===== src/rtl/rsplit_pkg.sv =====
package rsplit_pkg;
  typedef enum logic [1:0] {
    OP_INV   = 2'd0,
    OP_CLEAN = 2'd1,
    OP_FLUSH = 2'd2,
    OP_FLUSH_ALT = 2'd3
  } op_e;

  typedef enum logic [1:0] {
    K_LINE  = 2'd0,
    K_CLEAN = 2'd1,
    K_INV   = 2'd2
  } kind_e;

  typedef enum logic [2:0] {
    S_IDLE = 3'd0,
    S_HEAD = 3'd1,
    S_TAIL = 3'd2,
    S_CLN  = 3'd3,
    S_INV  = 3'd4,
    S_DONE = 3'd5
  } st_e;
endpackage


===== src/rtl/rsplit_align.sv =====
module rsplit_align #(
  parameter int ADDR_W     = 32,
  parameter int LINE_BYTES = 32
) (
  input  logic [ADDR_W-1:0] start_i,
  input  logic [ADDR_W-1:0] end_i,
  input  rsplit_pkg::op_e   op_i,
  output logic [ADDR_W-1:0] cur_o,
  output logic [ADDR_W-1:0] lim_o,
  output logic              head_o,
  output logic              tail_o
);
  import rsplit_pkg::*;

  localparam logic [ADDR_W-1:0] LMASK = ADDR_W'(LINE_BYTES - 1);
  localparam logic [ADDR_W-1:0] LINE  = ADDR_W'(LINE_BYTES);

  logic              s_part, e_part;
  logic [ADDR_W-1:0] s_dn, e_dn, s_up, e_up;

  always_comb begin
    s_part = |(start_i & LMASK);
    e_part = |(end_i & LMASK);
    s_dn   = start_i & ~LMASK;
    e_dn   = end_i & ~LMASK;
    s_up   = s_part ? (s_dn + LINE) : s_dn;
    e_up   = e_part ? (e_dn + LINE) : e_dn;
    if (op_i == OP_INV) begin
      cur_o  = s_up;
      lim_o  = e_dn;
      head_o = s_part;
      tail_o = (s_up < end_i) && e_part;
    end else begin
      cur_o  = s_dn;
      lim_o  = e_up;
      head_o = 1'b0;
      tail_o = 1'b0;
    end
  end
endmodule


===== src/rtl/rsplit_chunk.sv =====
module rsplit_chunk #(
  parameter int ADDR_W     = 32,
  parameter int MAX_BYTES  = 1024,
  parameter int PAGE_BYTES = 4096
) (
  input  logic              clk,
  input  logic              rst_n,
  input  logic [ADDR_W-1:0] cur_i,
  input  logic [ADDR_W-1:0] lim_i,
  output logic [ADDR_W-1:0] chunk_end_o
);
  localparam int WW = ADDR_W + 1;
  localparam logic [ADDR_W-1:0] PMASK = ADDR_W'(PAGE_BYTES - 1);

  logic [WW-1:0] cap_w, pg_w, lim_w, pick_w;

  always_comb begin
    cap_w  = {1'b0, cur_i} + WW'(MAX_BYTES);
    pg_w   = {1'b0, cur_i | PMASK} + WW'(1);
    lim_w  = {1'b0, lim_i};
    pick_w = lim_w;
    if (cap_w < pick_w) pick_w = cap_w;
    if (pg_w < pick_w)  pick_w = pg_w;
    chunk_end_o = pick_w[ADDR_W-1:0];
  end


  chunk_progress_chk: assert property (@(posedge clk) disable iff (!rst_n)
    (cur_i < lim_i) |-> (chunk_end_o > cur_i) && (chunk_end_o <= lim_i));
endmodule


===== src/rtl/rsplit_top.sv =====
module rsplit_top #(
  parameter int ADDR_W     = 32,
  parameter int LINE_BYTES = 32,
  parameter int MAX_BYTES  = 1024,
  parameter int PAGE_BYTES = 4096
) (
  input  logic              clk,
  input  logic              rst_n,
  input  logic              req_valid,
  output logic              req_ready,
  input  logic [ADDR_W-1:0] req_start,
  input  logic [ADDR_W-1:0] req_end,
  input  logic [1:0]        req_op,
  input  logic              wt_override,
  output logic              cmd_valid,
  input  logic              cmd_ready,
  output logic [1:0]        cmd_kind,
  output logic [ADDR_W-1:0] cmd_start,
  output logic [ADDR_W-1:0] cmd_end,
  output logic              done
);
  import rsplit_pkg::*;

  localparam int PSH = $clog2(PAGE_BYTES);
  localparam int LSB = $clog2(LINE_BYTES);
  localparam logic [ADDR_W-1:0] LINE = ADDR_W'(LINE_BYTES);

  st_e               state_q, state_nx;
  logic [ADDR_W-1:0] cur_q, cur_nx, lim_q, lim_nx;
  op_e               op_q, op_nx;
  logic              wt_q, wt_nx, tail_q, tail_nx;
  logic              take, upd_en;

  op_e               in_op;
  logic [ADDR_W-1:0] al_cur, al_lim, chunk_end;
  logic              al_head, al_tail;

  assign in_op = op_e'(req_op);

  rsplit_align #(.ADDR_W(ADDR_W), .LINE_BYTES(LINE_BYTES)) u_align (
    .start_i(req_start), .end_i(req_end), .op_i(in_op),
    .cur_o(al_cur), .lim_o(al_lim), .head_o(al_head), .tail_o(al_tail)
  );

  rsplit_chunk #(.ADDR_W(ADDR_W), .MAX_BYTES(MAX_BYTES), .PAGE_BYTES(PAGE_BYTES)) u_chunk (
    .clk(clk), .rst_n(rst_n), .cur_i(cur_q), .lim_i(lim_q), .chunk_end_o(chunk_end)
  );

  function automatic st_e entry_st(logic more, op_e op, logic wt);
    st_e s;
    if (!more) s = S_DONE;
    else begin
      case (op)
        OP_INV:   s = S_INV;
        OP_CLEAN: s = wt ? S_DONE : S_CLN;
        default:  s = wt ? S_INV : S_CLN;
      endcase
    end
    return s;
  endfunction

  assign take   = cmd_valid && cmd_ready;
  assign upd_en = ((state_q == S_IDLE) && req_valid) || take || (state_q == S_DONE);

  // next state
  always_comb begin
    state_nx = state_q;
    cur_nx   = cur_q;
    lim_nx   = lim_q;
    op_nx    = op_q;
    wt_nx    = wt_q;
    tail_nx  = tail_q;
    case (state_q)
      S_IDLE: if (req_valid) begin
        cur_nx   = al_cur;
        lim_nx   = al_lim;
        op_nx    = in_op;
        wt_nx    = wt_override;
        tail_nx  = al_tail;
        state_nx = al_head ? S_HEAD :
                   al_tail ? S_TAIL : entry_st(al_cur < al_lim, in_op, wt_override);
      end
      S_HEAD: if (take)
        state_nx = tail_q ? S_TAIL : entry_st(cur_q < lim_q, op_q, wt_q);
      S_TAIL: if (take)
        state_nx = entry_st(cur_q < lim_q, op_q, wt_q);
      S_CLN: if (take) begin
        if (op_q == OP_INV || op_q == OP_CLEAN) begin
          cur_nx   = chunk_end;
          state_nx = entry_st(chunk_end < lim_q, op_q, wt_q);
        end else begin
          state_nx = S_INV;
        end
      end
      S_INV: if (take) begin
        cur_nx   = chunk_end;
        state_nx = entry_st(chunk_end < lim_q, op_q, wt_q);
      end
      default: state_nx = S_IDLE;
    endcase
  end

  // registers
  always_ff @(posedge clk or negedge rst_n) begin
    if (!rst_n) begin
      state_q <= S_IDLE;
      cur_q   <= '0;
      lim_q   <= '0;
      op_q    <= OP_INV;
      wt_q    <= 1'b0;
      tail_q  <= 1'b0;
    end else if (upd_en) begin
      state_q <= state_nx;
      cur_q   <= cur_nx;
      lim_q   <= lim_nx;
      op_q    <= op_nx;
      wt_q    <= wt_nx;
      tail_q  <= tail_nx;
    end
  end

  // outputs
  always_comb begin
    req_ready = (state_q == S_IDLE);
    done      = (state_q == S_DONE);
    cmd_valid = 1'b0;
    cmd_kind  = K_LINE;
    cmd_start = cur_q;
    cmd_end   = cur_q;
    case (state_q)
      S_HEAD: begin
        cmd_valid = 1'b1;
        cmd_start = cur_q - LINE;
        cmd_end   = cur_q - LINE;
      end
      S_TAIL: begin
        cmd_valid = 1'b1;
        cmd_start = lim_q;
        cmd_end   = lim_q;
      end
      S_CLN: begin
        cmd_valid = 1'b1;
        cmd_kind  = K_CLEAN;
        cmd_end   = chunk_end - LINE;
      end
      S_INV: begin
        cmd_valid = 1'b1;
        cmd_kind  = K_INV;
        cmd_end   = chunk_end - LINE;
      end
      default: ;
    endcase
  end


  cmd_hold_chk: assert property (@(posedge clk) disable iff (!rst_n)
    cmd_valid && !cmd_ready |=> cmd_valid && $stable(cmd_start) && $stable(cmd_end) && $stable(cmd_kind));


  same_page_chk: assert property (@(posedge clk) disable iff (!rst_n)
    cmd_valid |-> (cmd_start >> PSH) == (cmd_end >> PSH));


  chunk_size_chk: assert property (@(posedge clk) disable iff (!rst_n)
    cmd_valid |-> (cmd_end - cmd_start) <= ADDR_W'(MAX_BYTES - LINE_BYTES));


  line_align_chk: assert property (@(posedge clk) disable iff (!rst_n)
    cmd_valid |-> (cmd_start[LSB-1:0] == '0) && (cmd_end[LSB-1:0] == '0) && (cmd_end >= cmd_start));


  wt_no_clean_chk: assert property (@(posedge clk) disable iff (!rst_n)
    cmd_valid && wt_q |-> cmd_kind != K_CLEAN);


  busy_refuse_chk: assert property (@(posedge clk) disable iff (!rst_n)
    !(req_ready && (cmd_valid || done)));


  done_pulse_chk: assert property (@(posedge clk) disable iff (!rst_n)
    done |=> req_ready && !done);


  flush_pair_chk: assert property (@(posedge clk) disable iff (!rst_n)
    take && cmd_kind == K_CLEAN && (op_q == OP_FLUSH || op_q == OP_FLUSH_ALT)
      |=> cmd_valid && cmd_kind == K_INV && $stable(cmd_start) && $stable(cmd_end));
endmodule


===== config.mk =====
export PLATFORM = sky130hd
export DESIGN_NAME = rsplit_top
export DESIGN_NICKNAME = d
export VERILOG_FILES = /design/src/rtl/rsplit_pkg.sv /design/src/rtl/rsplit_align.sv /design/src/rtl/rsplit_chunk.sv /design/src/rtl/rsplit_top.sv
export SDC_FILE = /design/constraint.sdc
export NUM_CORES = 1
export LEC_CHECK = 0
export BUFFER_PORTS_ARGS = -buffer_cell sky130_fd_sc_hd__buf_2
export CAP_MARGIN = 20
export CORE_MARGIN = 5
export CORE_UTILIZATION = 50
export DETAILED_ROUTE_END_ITERATION = 8
export PLACE_DENSITY = 0.7
export RECOVER_POWER = 50
export SYNTH_ARGS = -nofsm -noshare
export SYNTH_HDL_FRONTEND = slang
export SYNTH_HIERARCHICAL = 1
export SYNTH_SLANG_ARGS = --single-unit

===== constraint.sdc =====
create_clock -name clk -period 15.55 [get_ports clk]
set_input_delay 2.3325 -clock clk [delete_from_list [all_inputs] [get_ports clk]]
set_output_delay 2.3325 -clock clk [all_outputs]
set_load 0.005 [all_outputs]

==> results.md <==
- DRT Wirelength: 44.01 mm
- Initial DRC Count: 1612
- Worst vdd ir: 0.2036 mV
- Pwr Density: 258.6 nW/um2
- Clock Root Buffer: clkbuf_16
- Clock buffer count from CTS: 9
- Detailed-route via count: 13440
- H-tree levels: 3
- FMAX: 79.94 MHz
- Post-route ant nets: 0
- Core Footprint: 25110 um2
- Synth Instances: 1782
- Vias in the first global route: 12400
- R2R Setup Slk: 5280 ps
- Worst Skew: 9.538 ps
- Crit path top cell by count: nor2_1
- CP top delay family: simple AND/OR/NAND/NOR gates
- Postcts setup bufs: 0
- Netlist cell types: 82
- Overflow after GRT: 0
- Post-synth ARST share: 100.0%
- Routability cong.: 0.9710
- WS Path Type: reg2out
- Port Buffer Count: 139
- DR WL/cell: 20.01 um
- Fin cells: 2199
- Worst-path maximum fanout: 48
- Top_reg_cell synth: dfrtp_1
- Die area: 28660 um2
- Final Cycle Share: 80.45%
- Count leader, synth: nand2_1
- Hold Fails Final Rpt: 0
- Synth area leaders: ha_1 18%, dfrtp_1 14%, nand2_1 7.8%, xnor2_1 6.3%, o21ai_0 6.2%
- Setup_tns: 0 ps
- WP data arrival: 10180 ps
- Leakage: 6.413 nW
- Failing checks: max-capacitance violations, max-slew violations
- FF+latch count, synth: 71
- RSZ-0062 raised after global routing: false
- Cell Count Post-Placement: 2182
- Die height: 169.3 um
- Clk_lat worst skew: 340 ps
- Max incr delay on CP: 740 ps
- Slew @ Worst Pin: 3897 ps
- Cts repair resizes: 0
- Fraction of layout instances using a drive strength above 1: 11.56%
- Final Critical Period: 12510 ps
- Drt pass-1 iters: 6
- First-pass GRT wire length: 68.11 mm
- Cell taking the most area after synthesis: ha_1
- Worst Path Required: 13220 ps
- Worst rel slew slack: -159.8%
- Post-DP Area: 13550 um2
- Initial antenna violation count: 0
- Hold_buf cts: 0
- ANT cells: 0
- CTS tree: built
- HP Class: reg2reg
- All-layer global routing usage: 29.55%
- Status: finished, violations left
- # clock sinks: 71
- Deepest clock path buffer count: 2
- Number of synthesized flops with an enable pin: 0
- Yosys warns: 6
- Element type at the critical path end: output pin
- Slew Viols, Final: 140
- Via-to-Cell Ratio: 6.113
- Worst path buffer plus inverter count: 4
- Max cap viols: 2
- Final core occ: 55.27%
- Slowest CP cell: a311oi_4
- Final instance area: 13880 um2
- Starting Density: 50.53%
- Detailed-route DRC error count: 0
- Filler Cell Count: 2514
- Setup-failing EPs final: 0
- Setup crit start kind: flip-flop
- Top post-synthesis cells by count: 263 x nand2_1, 178 x ha_1, 158 x o21ai_0, 155 x nor2_1, 141 x inv_1
- Post-layout nets: 2113
- Synth top area share: 17.55%
- Syn avg cell area: 7.120 um2
- Sequential area share after synthesis: 14.00%
- Num ports: 140
- # rows: 58
- Largest net degree at the start of global routing: 72
- Die Wd: 169.3 um
- Syn-to-layout area delta: 9.378%
- Hpwl dp: 35.77 mm
- Mapped Area: 12690 um2
- Reg clk slew, reported paths: 60 ps
## cell families after synthesis
group	count (synthesis)	synth area share, %
simple gates	666	25.63
compound gates	438	21.27
buf+inv	236	7.800
fa+ha+maj	178	17.55
xor+xnor	149	10.28
flops	71	14.00
mux	42	3.402
other cells	2	0.05919
## registers in the layout (all words and copies together) (netlist names)
signal,count
wt_q,1
lim_q,32
op_q,2
cur_q,32
state_q,3
tail_q,1
## where the power goes
part / internal [mW] / switching, mW
logic: 1.06 / 1.79
clock network: 0.146 / 0.0867
registers: 0.272 / 0.232
## metal layers
layer	vias to the layer above	wire length [um]	track usage, %
li1	6493	-	-
met2	667	18300	44.51
met3	44	4868	6.289
met4	0	874	6.545
met1	6238	19970	43.44
met5	-	0	0
## cells in the final DEF (no fill, tap or decap), drive strengths merged, types with 14 or more instances in the layout
master	netlist	routed
buf	37	155
xor2	58	58
dfrtp	71	71
nand4	40	40
inv	141	142
a22oi	18	18
nor2	155	155
and3	15	15
xnor2	91	91
ha	178	178
a21oi	117	117
mux2i	36	36
and4	14	14
a221o	14	14
o22ai	16	16
nand3	62	62
nor3	37	37
nor4	26	26
nand2	263	263
o21ai	161	161
## worst register-to-register path, delay by kind of cell (launching register included)
family	cells	cell delay, ps
xor gates and xnor gates	1	250
adders and majority gates	3	1030
and+or+nand+nor	11	2550
AOI/OAI and AO/OA	11	4560
DFF	1	650
buffers and inverters	2	870
muxes	1	240
## through the flow
step / hold WS (ps) / setup WS [ps] / total power [mW]
final: 484.0 / 3041 / 3.588
after global routing: 511.9 / 2418 / 3.876
after CTS: 484.7 / 3312 / 3.493
after detailed placement: 471.1 / 3709 / 3.244
after global placement: 470.9 / 3870 / 3.204
after floorplan: 446.7 / 5480 / 2.317
## cell type report
class / count / area (um2) / share of cell area (%)
clock buffer: 10 / 239.0 / 1.722
clock inverter: 6 / 92.59 / 0.6671
inverter: 141 / 529.3 / 3.814
multi-input combinational: 1484 / 10000 / 72.09
sequential: 71 / 1777 / 12.80
tap: 330 / 412.9 / 2.975
timing repair buffer: 157 / 823.3 / 5.932
## path summary, 6_finish.rpt
check,from,depth (start not counted),end
min,op_q[0]$_DFFE_PN0P_,2,op_q[0]$_DFFE_PN0P_
max,cur_q[14]$_DFFE_PN0P_,34,cmd_end[29]
max in group asynchronous,rst_n,2,lim_q[22]$_DFFE_PN0P_
min in group asynchronous,rst_n,2,lim_q[4]$_DFFE_PN0P_
max reg2reg,cur_q[14]$_DFFE_PN0P_,29,state_q[2]$_DFFE_PN0P_
min reg2reg,op_q[0]$_DFFE_PN0P_,2,op_q[0]$_DFFE_PN0P_
Power figures use the tool's default switching activity.
